--- src/rtl/vwa_pkg.sv ---
package vwa_pkg;
  localparam int CH_IDX_W = 3;

  typedef struct packed {
    logic                wr;
    logic                statusRd;
    logic                hitLim;
    logic                hitStat;
    logic                hitMask;
    logic                limHigh;
    logic [CH_IDX_W-1:0] limCh;
  } vwaStrobe_t;
endpackage

--- src/rtl/vwa_ctrl.sv ---
module vwa_ctrl
  import vwa_pkg::*;
#(
  parameter int NUM_CH    = 5,
  parameter int ADDR_W    = 8,
  parameter int LIM_BASE  = 'h44,
  parameter int STAT_ADDR = 'h41,
  parameter int MASK_ADDR = 'h42
) (
  input  logic              clk,
  input  logic              rstN,
  input  logic              regWr,
  input  logic              regRd,
  input  logic [ADDR_W-1:0] regAddr,
  input  logic              alertAck,
  input  logic              setUnmasked,
  input  logic              leftUnmasked,
  output vwaStrobe_t        strb,
  output logic              alertActive
);
  localparam int LIM_SPAN = 2 * NUM_CH;
  localparam logic [ADDR_W-1:0] LIM_LO_A = ADDR_W'(LIM_BASE);
  localparam logic [ADDR_W-1:0] LIM_HI_A = ADDR_W'(LIM_BASE + LIM_SPAN);

  logic [ADDR_W-1:0] offset;
  logic              armed;

  always_comb begin
    offset        = regAddr - LIM_LO_A;
    strb.wr       = regWr;
    strb.hitLim   = (regAddr >= LIM_LO_A) && (regAddr < LIM_HI_A);
    strb.hitStat  = (regAddr == ADDR_W'(STAT_ADDR));
    strb.hitMask  = (regAddr == ADDR_W'(MASK_ADDR));
    strb.statusRd = regRd && strb.hitStat;
    strb.limHigh  = offset[0];
    strb.limCh    = CH_IDX_W'(offset >> 1);
  end

  // Alert latch: a new unmasked fault always wins; release needs ack, then read.
  always_ff @(posedge clk) begin
    if (!rstN) begin
      alertActive <= 1'b0;
      armed       <= 1'b0;
    end else if (setUnmasked) begin
      alertActive <= 1'b1;
    end else if (alertActive && armed && strb.statusRd && !leftUnmasked) begin
      alertActive <= 1'b0;
      armed       <= 1'b0;
    end else if (alertActive && alertAck) begin
      armed <= 1'b1;
    end
  end
endmodule

--- src/rtl/vwa_datapath.sv ---
module vwa_datapath
  import vwa_pkg::*;
#(
  parameter int NUM_CH = 5,
  parameter int MEAS_W = 10,
  parameter int LIM_W  = 8
) (
  input  logic                     clk,
  input  logic                     rstN,
  input  vwaStrobe_t               strb,
  input  logic [LIM_W-1:0]         regWdata,
  input  logic [NUM_CH-1:0]        measValid,
  input  logic [NUM_CH*MEAS_W-1:0] measData,
  output logic [NUM_CH-1:0]        statusQ,
  output logic [NUM_CH-1:0]        statusNext,
  output logic [NUM_CH-1:0]        maskQ,
  output logic [NUM_CH-1:0]        setVec,
  output logic [LIM_W-1:0]         rdData
);
  localparam int EXTRA = MEAS_W - LIM_W;

  logic [LIM_W-1:0]  limLo [NUM_CH];
  logic [LIM_W-1:0]  limHi [NUM_CH];
  logic [NUM_CH-1:0] outNow;
  logic [NUM_CH-1:0] lastOut;
  logic [NUM_CH-1:0] clrVec;

  for (genvar ch = 0; ch < NUM_CH; ch++) begin : gCh
    logic [MEAS_W-1:0] sample;
    logic              selThis;

    assign sample  = measData[ch*MEAS_W +: MEAS_W];
    assign selThis = strb.wr && strb.hitLim && (strb.limCh == CH_IDX_W'(ch));
    // Widened bounds make the compare act on the top LIM_W bits of the result.
    assign outNow[ch] = (sample > {limHi[ch], {EXTRA{1'b1}}})
                     || (sample < {limLo[ch], {EXTRA{1'b0}}});

    always_ff @(posedge clk) begin
      if (!rstN) begin
        limLo[ch]   <= '0;
        limHi[ch]   <= '1;
        lastOut[ch] <= 1'b0;
      end else begin
        if (selThis && !strb.limHigh) limLo[ch] <= regWdata;
        if (selThis &&  strb.limHigh) limHi[ch] <= regWdata;
        if (measValid[ch])            lastOut[ch] <= outNow[ch];
      end
    end
  end

  assign setVec     = measValid & outNow;
  assign clrVec     = strb.statusRd ? ~lastOut : '0;
  assign statusNext = (statusQ & ~clrVec) | setVec;

  always_ff @(posedge clk) begin
    if (!rstN) begin
      statusQ <= '0;
      maskQ   <= '0;
    end else begin
      statusQ <= statusNext;
      if (strb.wr && strb.hitMask) maskQ <= regWdata[NUM_CH-1:0];
    end
  end

  always_comb begin
    rdData = '0;
    if (strb.hitStat)      rdData = {{(LIM_W-NUM_CH){1'b0}}, statusQ};
    else if (strb.hitMask) rdData = {{(LIM_W-NUM_CH){1'b0}}, maskQ};
    else if (strb.hitLim)  rdData = strb.limHigh ? limHi[strb.limCh] : limLo[strb.limCh];
  end
endmodule

--- src/rtl/volt_window_alert.sv ---
module volt_window_alert
  import vwa_pkg::*;
#(
  parameter int NUM_CH    = 5,
  parameter int MEAS_W    = 10,
  parameter int LIM_W     = 8,
  parameter int ADDR_W    = 8,
  parameter int LIM_BASE  = 'h44,
  parameter int STAT_ADDR = 'h41,
  parameter int MASK_ADDR = 'h42
) (
  input  logic                     clk,
  input  logic                     rstN,
  input  logic [NUM_CH-1:0]        measValid,
  input  logic [NUM_CH*MEAS_W-1:0] measData,
  input  logic                     regWr,
  input  logic                     regRd,
  input  logic [ADDR_W-1:0]        regAddr,
  input  logic [LIM_W-1:0]         regWdata,
  output logic [LIM_W-1:0]         regRdata,
  input  logic                     alertAck,
  output logic                     alertN
);
  vwaStrobe_t        strb;
  logic [NUM_CH-1:0] statusQ;
  logic [NUM_CH-1:0] statusNext;
  logic [NUM_CH-1:0] maskQ;
  logic [NUM_CH-1:0] setVec;
  logic              alertActive;
  logic              setUnmasked;
  logic              leftUnmasked;

  assign setUnmasked  = |(setVec & ~maskQ);
  assign leftUnmasked = |(statusNext & ~maskQ);
  assign alertN       = ~alertActive;

  vwa_ctrl #(
    .NUM_CH(NUM_CH), .ADDR_W(ADDR_W), .LIM_BASE(LIM_BASE),
    .STAT_ADDR(STAT_ADDR), .MASK_ADDR(MASK_ADDR)
  ) ctrl (
    .clk(clk), .rstN(rstN), .regWr(regWr), .regRd(regRd), .regAddr(regAddr),
    .alertAck(alertAck), .setUnmasked(setUnmasked), .leftUnmasked(leftUnmasked),
    .strb(strb), .alertActive(alertActive)
  );

  vwa_datapath #(
    .NUM_CH(NUM_CH), .MEAS_W(MEAS_W), .LIM_W(LIM_W)
  ) dpath (
    .clk(clk), .rstN(rstN), .strb(strb), .regWdata(regWdata),
    .measValid(measValid), .measData(measData),
    .statusQ(statusQ), .statusNext(statusNext), .maskQ(maskQ),
    .setVec(setVec), .rdData(regRdata)
  );
endmodule

--- config.mk ---
export PLATFORM = sky130hd
export DESIGN_NAME = volt_window_alert
export DESIGN_NICKNAME = d
export VERILOG_FILES = /design/src/rtl/vwa_pkg.sv /design/src/rtl/vwa_ctrl.sv /design/src/rtl/vwa_datapath.sv /design/src/rtl/volt_window_alert.sv
export SDC_FILE = /design/constraint.sdc
export NUM_CORES = 1
export LEC_CHECK = 0
export ABC_CLOCK_PERIOD_IN_PS = 3700
export BUFFER_PORTS_ARGS = -buffer_cell sky130_fd_sc_hd__buf_2
export CORE_ASPECT_RATIO = 0.6
export CORE_MARGIN = 1.5
export CORE_UTILIZATION = 45
export DETAILED_ROUTE_END_ITERATION = 10
export SETUP_SLACK_MARGIN = 0.1
export SYNTH_ARGS = -nofsm -noshare
export SYNTH_HDL_FRONTEND = slang
export SYNTH_HIERARCHICAL = 1
export SYNTH_SLANG_ARGS = --single-unit
--- constraint.sdc ---
create_clock -name clk -period 3.7 [get_ports clk]
set_clock_uncertainty 0.05 [all_clocks]
set_input_delay 0.555 -clock clk [delete_from_list [all_inputs] [get_ports clk]]
set_output_delay 0.555 -clock clk [all_outputs]
set_load 0.01 [all_outputs]
==> flow_metrics.env <==
export IMPL_port_buffers=84
export IMPL_cp_slowest_cell="o311ai_0"
export IMPL_max_stage_delay_ps=640
export IMPL_ctsHoldBuffers=0
export IMPL_worst_pin_slew_ps=817
export IMPL_hold_path_class="in2reg"
export IMPL_initial_utilization=0.463
export IMPL_synth_area_leaders="edfxtp_1 36%, ha_1 15%, inv_1 5.1%, dfxtp_1 5.1%, and2_1 4.0%"
export IMPL_cp_max_fo=21
export IMPL_cts_tree="done"
export IMPL_yosys_area_share_simple=0.191
export IMPL_power_density_nw_per_um2=356
export IMPL_routabilityCongestion=0.930
export IMPL_rsz0062_at_grt="no"
export IMPL_antenna_found_initial=1
export IMPL_synth_top_family_by_area="simple AND/OR/NAND/NOR gates"
export IMPL_grt_pass1_vias=5440
export IMPL_worst_path_dominant_cell_family="compound AO/OA/AOI/OAI gates"
export IMPL_drc_errors=0
export IMPL_worstSetupPathType="in2out"
export IMPL_syn_inst=683
export IMPL_fin_setup_tns_ps=0
export IMPL_min_period_ps=3130
export IMPL_final_util=0.531
export IMPL_synth_compound_area_frac=0.116
export IMPL_setup_viol=0
export IMPL_cts_root_buf="clkbuf_16"
export IMPL_area_sequential_um2=2740
export IMPL_drive_gt1_frac=0.185
export IMPL_status="completed"
export IMPL_relSlewSlack=0.451
export IMPL_yosysSeqAreaShare=0.407
export IMPL_dieWidth_um=161
export IMPL_path_cells="buf_2, inv_1, ha_1, inv_1, o311ai_0, o221ai_1, o211ai_1, buf_2"
export IMPL_drv_cap=0
export IMPL_syn_area_per_cell_um2=9.86
export IMPL_fillers=1354
export IMPL_pin_count=85
export IMPL_grtUsageTotal=0.264
export IMPL_synth_mux_area_fraction=0.0661
export IMPL_finalCritPeriodShare=0.845
export IMPL_yosysTopAreaCellShare=0.357
export IMPL_clk_latency_ps=340
export IMPL_holdWs_ps=369
export IMPL_hpwl_um=15900
export IMPL_timing_fmax_ghz=0.320
export IMPL_cts_max_level=3
export IMPL_synth_top_cell_by_area="edfxtp_1"
export IMPL_rows=34
export IMPL_post_drt_wl_per_cell_um=20.4
export IMPL_routed_via_density=5.62
export IMPL_core_area_um2=14500
export IMPL_post_cts_buffers=0
export IMPL_cts_buffers=9
export IMPL_ys_types=43
export IMPL_syn_to_final_growth_pct=14.7
export IMPL_hold_violations=0
export IMPL_placedCellCount=953
export IMPL_leakagePower_nw=3.38
export IMPL_setup_ws_ps=574
export IMPL_layout_cells_non_filler=969
export IMPL_drtIter0Drc=522
export IMPL_pre_cts_ws_ps=461
export IMPL_grt_ovfl_total=0
export IMPL_cts_repair_resized=0
export IMPL_syn_num_nets=838
export IMPL_slew_violations=0
export IMPL_grt_max_degree=32
export IMPL_peakVddDrop_mv=0.207
export IMPL_syn_area_um2=6740
export IMPL_ant_nets=0
export IMPL_drt_pass1_iterations=5
export IMPL_synthTopCellsByCount="92 x inv_1, 80 x edfxtp_1, 79 x ha_1"
export IMPL_cp_arrival_ps=2520
export IMPL_ys_warn_count=6
export IMPL_async_flop_share=0
export IMPL_grt_pass1_wl_um=31100
export IMPL_nets=921
export IMPL_dieArea_um2=15700
export IMPL_clockBufferDepth=2
export IMPL_worst_path_buf_inv=4
export IMPL_vias=5450
export IMPL_multi_input_area_um2=3510
export IMPL_cp_required_ps=3090
export IMPL_synth_fa_ha_area_frac=0.147
export IMPL_diodes=0
export IMPL_cts_sinks=97
export IMPL_die_h_um=97.8
export IMPL_drt_wl_total_um=19700
export IMPL_ys_ff_latch=97
export IMPL_synth_most_common_cell="inv_1"
export IMPL_crit_path_start_kind="input port"
export IMPL_synthFlopType="edfxtp_1"
export IMPL_synth_edf_count=80
export IMPL_clk_pin_slew_ps=70
export IMPL_end_kind="output port"
export IMPL_synthXorXnorAreaFrac=0
## where the power goes
group	switching, mW	internal, mW
registers	0.0483	1.24
logic	0.275	0.189
clock network	0.410	0.591
## area by class of cell
cell class                 count  share of cell area
multi-input combinational    464               0.454
sequential                    97               0.355
timing repair buffer         102              0.0719
inverter                      92              0.0447
clock buffer                  13              0.0398
tap                          198              0.0321
clock inverter                 3             0.00308
## worst reg2reg max path: stages (launching register included)
cell	delay [ps]
edfxtp_1	430
inv_1	80
ha_1	230
a211oi_1	230
nor2_1	90
a211o_1	350
a211oi_1	360
nor2_1	100
a222oi_1	350
o221ai_1	170
nor4bb_1	260
and3_2	220
nor2_1	40
## path summary, 6_finish.rpt
path	start	endpoint	slack (ps)	cells after the start
hold reg to reg	ctrl/armed	ctrl/armed	470	2
setup / recovery	regAddr[2]	regRdata[1]	570	8
setup reg to reg	dpath/limHi[0][5]	ctrl/alertActive	630	12
hold / removal	measValid[4]	dpath/lastOut[4]	370	2
## state kept, by name, indices dropped and copies added, names as in the netlist
name / count
ctrl/armed: 1
dpath/statusQ: 5
dpath/maskQ: 5
dpath/limHi: 40
ctrl/alertActive: 1
dpath/lastOut: 5
dpath/limLo: 40
## metrics by stage
stage / total power [mW] / cell area, µm²
floorplan: 1.57 / 6740
global placement: 1.74 / 7400
detailed placement: 1.76 / 7400
CTS: 2.75 / 7730
global route: 2.87 / 7730
finish: 2.75 / 7730
## placed cells by master, fill, tap and decap left out, types with 12 or more instances in the layout
| cell type | n |
|---|---|
| a211oi_1 | 15 |
| a21oi_1 | 39 |
| inv_1 | 92 |
| and2_1 | 43 |
| edfxtp_1 | 80 |
| dfxtp_1 | 17 |
| ha_1 | 79 |
| clkbuf_16 | 12 |
| nor2_1 | 42 |
| or3_1 | 24 |
| o21ai_0 | 36 |
| buf_2 | 84 |
| nand2_1 | 50 |
| buf_4 | 18 |
## cell families after synthesis
kind of cell | after synthesis
compound gates | 126
fa+ha+maj | 79
buf+inv | 122
flops | 97
mux | 25
simple gates | 234
## per-layer routing
layer  vias up  part of all wire  GRT usage
li1       2603                 -          -
met4         0            0.0075     0.0470
met1      2613              0.50      0.408
met2       215              0.41      0.382
met3        19             0.088     0.0578
met5         -                 0          0
No activity file was read; power rests on OpenSTA's default activity.
